$ cat config.mk
export PLATFORM = sky130hd
export DESIGN_NAME = rp_err_collector
export DESIGN_NICKNAME = d
export VERILOG_FILES = /design/src/rtl/rp_err_collector.sv
export SDC_FILE = /design/constraint.sdc
export NUM_CORES = 1
export LEC_CHECK = 0
export BUFFER_PORTS_ARGS = -buffer_cell sky130_fd_sc_hd__buf_2
export CAP_MARGIN = 20
export CORE_MARGIN = 1
export CORE_UTILIZATION = 40
export DETAILED_ROUTE_END_ITERATION = 10
export PLACE_DENSITY = 0.76
export SLEW_MARGIN = 20
export SYNTH_ARGS = -nofsm -noshare
export SYNTH_HDL_FRONTEND = slang
export SYNTH_SLANG_ARGS = --single-unit
$ cat constraint.sdc
create_clock -name clk -period 1.96 [get_ports clk]
set_input_delay 0.294 -clock clk [delete_from_list [all_inputs] [get_ports clk]]
set_output_delay 0.294 -clock clk [all_outputs]
set_load 0.005 [all_outputs]
$ cat src/rtl/rp_err_collector.sv
module rp_err_collector #(
  parameter int SRC_W  = 16,
  parameter int VEC_W  = 5,
  parameter int DATA_W = 32
) (
  input  logic              clk,
  input  logic              rst_n,
  input  logic              msg_valid,
  input  logic [1:0]        msg_sev,
  input  logic [SRC_W-1:0]  msg_src,
  input  logic              wr_en,
  input  logic              wr_sel,
  input  logic [DATA_W-1:0] wr_data,
  input  logic              msi_en,
  input  logic              msix_en,
  input  logic [VEC_W-1:0]  irq_num,
  output logic [2:0]        cmd,
  output logic [DATA_W-1:0] status,
  output logic [DATA_W-1:0] src,
  output logic              intx,
  output logic              msg_irq,
  output logic [VEC_W-1:0]  msg_vec,
  output logic              msg_is_msix
);
  localparam int ST_W = 7;
  localparam int B_COR = 0, B_MCOR = 1, B_UNC = 2, B_MUNC = 3, B_FF = 4, B_NF = 5, B_FAT = 6;
  localparam logic [1:0] SEV_COR = 2'd0, SEV_NF = 2'd1, SEV_FAT = 2'd2;

  logic [ST_W-1:0]  st_q, st_clr, st_n;
  logic [2:0]       cmd_q, cmd_n;
  logic [SRC_W-1:0] csrc_q, csrc_n, usrc_q, usrc_n;
  logic             msg_mode, cond_old, cond_new;

  function automatic logic hit(input logic [ST_W-1:0] s, input logic [2:0] e);
    return (s[B_COR] & e[0]) | (s[B_NF] & e[1]) | (s[B_FAT] & e[2]);
  endfunction

  assign st_clr = (wr_en && wr_sel) ? (st_q & ~wr_data[ST_W-1:0]) : st_q;
  assign cmd_n  = (wr_en && !wr_sel) ? wr_data[2:0] : cmd_q;

  always_comb begin
    st_n   = st_clr;
    csrc_n = csrc_q;
    usrc_n = usrc_q;
    if (msg_valid) begin
      if (msg_sev == SEV_COR) begin
        if (st_clr[B_COR]) st_n[B_MCOR] = 1'b1;
        else               csrc_n = msg_src;
        st_n[B_COR] = 1'b1;
      end else if (msg_sev == SEV_NF || msg_sev == SEV_FAT) begin
        if (msg_sev == SEV_FAT) begin
          if (!st_clr[B_UNC]) st_n[B_FF] = 1'b1;
          st_n[B_FAT] = 1'b1;
        end else begin
          st_n[B_NF] = 1'b1;
        end
        if (st_clr[B_UNC]) st_n[B_MUNC] = 1'b1;
        else               usrc_n = msg_src;
        st_n[B_UNC] = 1'b1;
      end
    end
  end

  assign msg_mode = msi_en | msix_en;
  assign cond_old = hit(st_q, cmd_q);
  assign cond_new = hit(st_n, cmd_n);

  always_ff @(posedge clk or negedge rst_n) begin
    if (!rst_n) begin
      st_q        <= '0;
      cmd_q       <= '0;
      csrc_q      <= '0;
      usrc_q      <= '0;
      msg_irq     <= 1'b0;
      msg_vec     <= '0;
      msg_is_msix <= 1'b0;
    end else begin
      st_q    <= st_n;
      cmd_q   <= cmd_n;
      csrc_q  <= csrc_n;
      usrc_q  <= usrc_n;
      msg_irq <= msg_mode & ~cond_old & cond_new;
      if (msg_mode & ~cond_old & cond_new) begin
        msg_vec     <= irq_num;
        msg_is_msix <= msix_en;
      end
    end
  end

  assign cmd    = cmd_q;
  assign intx   = ~msg_mode & cond_old;
  assign status = (DATA_W'(irq_num) << (DATA_W - VEC_W)) | DATA_W'(st_q);
  assign src    = DATA_W'({usrc_q, csrc_q});
endmodule

---- Word-level counts from Yosys, hierarchy flattened ----
Cells that the tools add are included.
cells by class
  equality and inequality tests ........... 2
  mux-type cells .......................... 12
  bitwise gates (word level) .............. 22
  reductions and logical operators ........ 7
operators by type and width
  operator              count
  $or A32 B7 Y32        1
  $mux W7               2
  $mux W5               2
  $and A1 B1 Y1         9
  $and A7 B7 Y7         1
  $not A7 Y7            1
  $mux W1               6
  $not A1 Y1            5
  $or A1 B1 Y1          5
  $reduce_and A4 Y1     1
  $mux W3               1
  $reduce_and A3 Y1     1
  $eq A2 B1 Y1 const B  1
  $eq A2 B2 Y1 const B  1
  $logic_and A1 B1 Y1   2
  $logic_not A2 Y1      1
  $mux W2               1
  $logic_not A1 Y1      1
  $logic_or A1 B1 Y1    1
word-level totals
  register bits ........................... 49
  input bits .............................. 62
  output and inout bits ................... 75
  word-level logic and storage cells ...... 50

---- Depth between registers and ports, before layout ----
  depth in word-level cells ............... 12
  mapped depth ............................ 6
  mapped depth without buffers ............ 6

---- Worst setup path before layout ----
OpenSTA, ideal clock, no wires.
  path kind ............................... input to register
  start point ............................. input msg_sev[0]
  end point ............................... register usrc_q[10]
  library setup time ...................... 125 ps
  data arrival time ....................... 1819 ps
  data required time ...................... 1835 ps
  setup slack ............................. 16 ps
  cell stages on the path ................. 6
  path buffers ............................ 1
  cells stage by stage .................... inv_1 ha_1 nand3b_1 a21oi_1 buf_2 mux2_2
on the way
  longest elaborated chain between the ends .. 3
  elaborated cells between the ends (all ways) .. 6
  classes of those cells .................. eq/ne (2); bitwise (1); reduce/logical (3)
RTL lines
  item                                              RTL line  text
  start: declaration                                9         input logic [1:0] msg_sev,
  $eq A2 B1 Y1 (tied with other cells)              50        end else if (msg_sev == SEV_NF || msg_sev == SEV_FAT) begin
  $logic_or A1 B1 Y1 or $not A1 Y1 (tied branches)  --
  $reduce_and A4 Y1 (no source line) (*)            --
  end signal: assignment                            81        usrc_q <= usrc_n;
  end: declaration                                  31        logic [SRC_W-1:0] csrc_q, csrc_n, usrc_q, usrc_n;
Every way passes the cells marked *; elsewhere a longest branch is shown, timed or not.
A chain may end at the register's enable or synchronous reset.

---- Worst setup path in the final report ----
  start point ............................. input msg_sev[0]
  end point ............................... register msg_vec[2]
on the way
  longest elaborated chain between the ends .. 9
  elaborated cells between the ends (all ways) .. 16
  classes of those cells .................. eq/ne (2); mux (6); bitwise (6); reduce/logical (2)
RTL lines
  item                                           RTL line  text
  $eq A2 B2 Y1 or $eq A2 B1 Y1 (tied branches)   50, 51
  $mux W1 or $logic_or A1 B1 Y1 (tied branches)  51, 50
  $mux W5                                        50
  $mux W5                                        46        if (msg_sev == SEV_COR) begin
  $mux W7 (*)                                    45        if (msg_valid) begin
  $and A1 B1 Y1                                  35        return (s[B_COR] & e[0]) | (s[B_NF] & e[1]) | (s[B_FAT] & e[2]);
  $or A1 B1 Y1                                   35
  $or A1 B1 Y1 (*)                               35
  $and A1 B1 Y1 (*)                              83        if (msg_mode & ~cond_old & cond_new) begin
  end signal: assignment                         84        msg_vec <= irq_num;
  end: declaration                               22        output logic [VEC_W-1:0] msg_vec,
Marked as above.

==> summary.txt <==
Setup path
  – Crit Path Max Fanout: 7
  – Critical Path RT: 2.13 ns
  – Reg2reg start: cmd[0]
  – CP endpoint kind: flip-flop
  – Crit Path Category: primary input to flip-flop
  – CP Data Arrival Time: 1.88 ns
  – CP startpoint: msg_sev[0]
  – Startpoint Class: primary input

Clock network
  – Root buffer cell: clkbuf_8
  – Clk sink count: 49
  – Post-CTS Setup Inserts: 0
  – CTS Buf Count: 5
  – CTS clock-pin slew for the worst setup and hold paths: roughly 0.08 ns
  – Clock Tree Buf Depth: 2
  – Skew-Pair Late Insertion Delay: 0.29 ns
  – TritonCTS clock tree: built
  – CTS HTree Levels: 2

Route
  – Via count: 1531
  – Post-route DRC: 0
  – Final wirelength: slightly above 4000 um
  – Vias/cell: ~4.6
  – Drt first-iter violations: 29
  – WL/cell: around 12 um
  – TritonRoute pass-1 iters: 4
  – Antenna-violating nets left: 0

Placed design
  – Cells after DPL: 326
  – Post-DP HPWL: roughly 3200 um
  – Buffers on Ports: 91
  – RD Place Congestion: around 0.9
  – DP Area: 2720 um^2

Floorplanning
  – Die H: ~76 um
  – IO Pins: around 140
  – Core Area: ~5200 um^2
  – Initial Util: 0.419
  – Die area: 5720 um^2
  – Die X: 75.6 um
  – Core Rows: 26

GRT
  – Met3 GRT Util: 0.0397
  – Number of global-route vias before repair: 1434
  – Gr usage total: 0.152
  – Initial antenna violation count: 0
  – Met2 GRT Util: 0.267
  – GR Overflow Total: 0
  – Busiest layer in global routing: met2
  – GRT met1 Usage: 0.185
  – Largest net degree at the start of global routing: 24
  – First-pass GRT wire length: 6440 um

STA
  – F_max: 0.585 GHz
  – Setup violators final: 0
  – RSZ-0062 raised after global routing: false
  – Final period util: 0.872
  – Clk_skew: around 0.0062 ns
  – Final max-slew violation count: 0
  – Final count of hold timing violations: 0
  – Period minus WS final: 1.71 ns

Finish
  – Share of layout cells above drive strength 1: 0.592
  – Synth-to-layout area growth: 30.5%
  – Fin area: 2830 um^2
  – Post-route insts no fill: ~340
  – Fin nets: approximately 330
  – N_diodes: 0

Logic synthesis
  – Warnings, synthesis: 0
  – Sequential cell area fraction in the yosys report: 0.565
  – Yosys cell types: 26
  – Synth Register Bits: slightly below 50
  – Largest cells by area after synthesis: dfrtp_1, mux2_2, buf_4, nand3_1, nand2_1
  – Post-Syn Instances: 161
  – Avg Cell Area, Syn: approximately 13 um^2
  – Synth area leader: dfrtp_1
  – Yosys top cell area share: 0.565
  – Synthesized area: between 2000 and 2500 um^2

Run status
  – Status: complete, no violations

Hold path
  – Worst hold-check path type: primary input to flip-flop
  – Critical hold path startpoint: irq_num[3]

Power and ir drop
  – Peak VDD IR: just under 500 uV
  – Power per cell area: 1070 nW/um^2
  – Leak: 0.00145 uW

Flow run
  – Max cap viols: 0
## through the flow
step / utilization / setup slack [ns] / TNS (ns) / total power, uW / hold WS, ns
floorplan: - / 0.0157 / 0 / 1970 / -0.00159
global placement: 0.526 / -0.0893 / -0.520 / 2410 / 0.185
detailed placement: 0.526 / -0.142 / -0.765 / 2450 / 0.187
CTS: 0.547 / 0.172 / 0 / 3100 / 0.219
global route: 0.547 / 0.146 / 0 / 3260 / 0.231
finish: 0.547 / 0.251 / 0 / 3040 / 0.232
## cells by family (layout without fill, tap and decap cells)
kind of cell	after synthesis	count (layout)	share of synthesized area
flops	49	49	0.565
mux	41	41	0.212
buf+inv	34	119	0.107
simple gates	21	21	0.0484
compound gates	13	13	0.0536
fa+ha+maj	2	2	0.0115
other cells	1	20	0.00173
## cells in the final DEF (no fill, tap or decap), types with 2 or more instances in the layout
cell	instances
buf_2	91
dfrtp_1	49
mux2_2	39
conb_1	20
buf_4	11
nand3_1	9
nand2_1	9
clkbuf_8	7
inv_1	5
buf_12	3
o311ai_1	2
a21oi_2	2
o21ai_0	2
ha_1	2
## cell usage after synthesis (all sizes together)
cell type,number
dfrtp,49
mux2,40
buf,28
nand2,9
nand3,9
inv,5
a21oi,3
a21boi,2
ha,2
o21ai,2
o311ai,2
a222oi,1
a22o,1
clkbuf,1
conb,1
mux2i,1
nand2b,1
nand3b,1
nor3,1
o21a,1
o31ai,1
## report_power, final
group	internal, uW	total [uW]	switching [uW]
Sequential	1340	1500	158
Combinational	554	914	360
Clock	319	629	310
## flip-flops by register name, indices dropped and copies added (netlist names)
| name | count |
|---|---|
| msg_is_msix | 1 |
| usrc_q | 16 |
| st_q | 7 |
| cmd | 3 |
| csrc_q | 16 |
| msg_irq | 1 |
| msg_vec | 5 |
## worst max-delay path, cell delays in order
cell      delay [ns]
buf_2           0.09
inv_1           0.05
ha_1            0.23
o311ai_1        0.29
a21boi_1        0.16
o31ai_4         0.28
buf_12          0.15
mux2_2          0.33
## routing by layer
metal	vias to the layer above	wire length, um
met1	742	1760
met4	0	29
met5	-	0
li1	723	-
met2	62	2130
met3	4	219
## final timing paths
| path | to | slack (ns) | depth (start not counted) |
|---|---|---|---|
| max reg2reg | msg_vec[2] | 0.25 | 5 |
| min | msg_vec[3] | 0.23 | 2 |
| min reg2reg | st_q[3] | 0.49 | 2 |
| min in group asynchronous | st_q[6] | 0.40 | 2 |
| max | msg_vec[2] | 0.25 | 8 |
| max in group asynchronous | cmd[2] | 0.97 | 3 |
## what timing repair did
action | 4_1_cts | 5_1_grt
endpoints found under the hold margin | 10 | 0
hold buffers | 1 | 0
endpoints found under the setup margin | 0 | 6
gates resized for setup | 0 | 1
## cell type report
type | count | area, um^2
clock buffer | 7 | 96.3
timing repair buffer | 106 | 608
sequential | 49 | 1230
multi-input combinational | 97 | 790
fill | 461 | 2340
tap | 70 | 87.6
inverter | 5 | 18.8
clock inverter | 1 | 5.00
No activity file was read; power rests on OpenSTA's default activity.
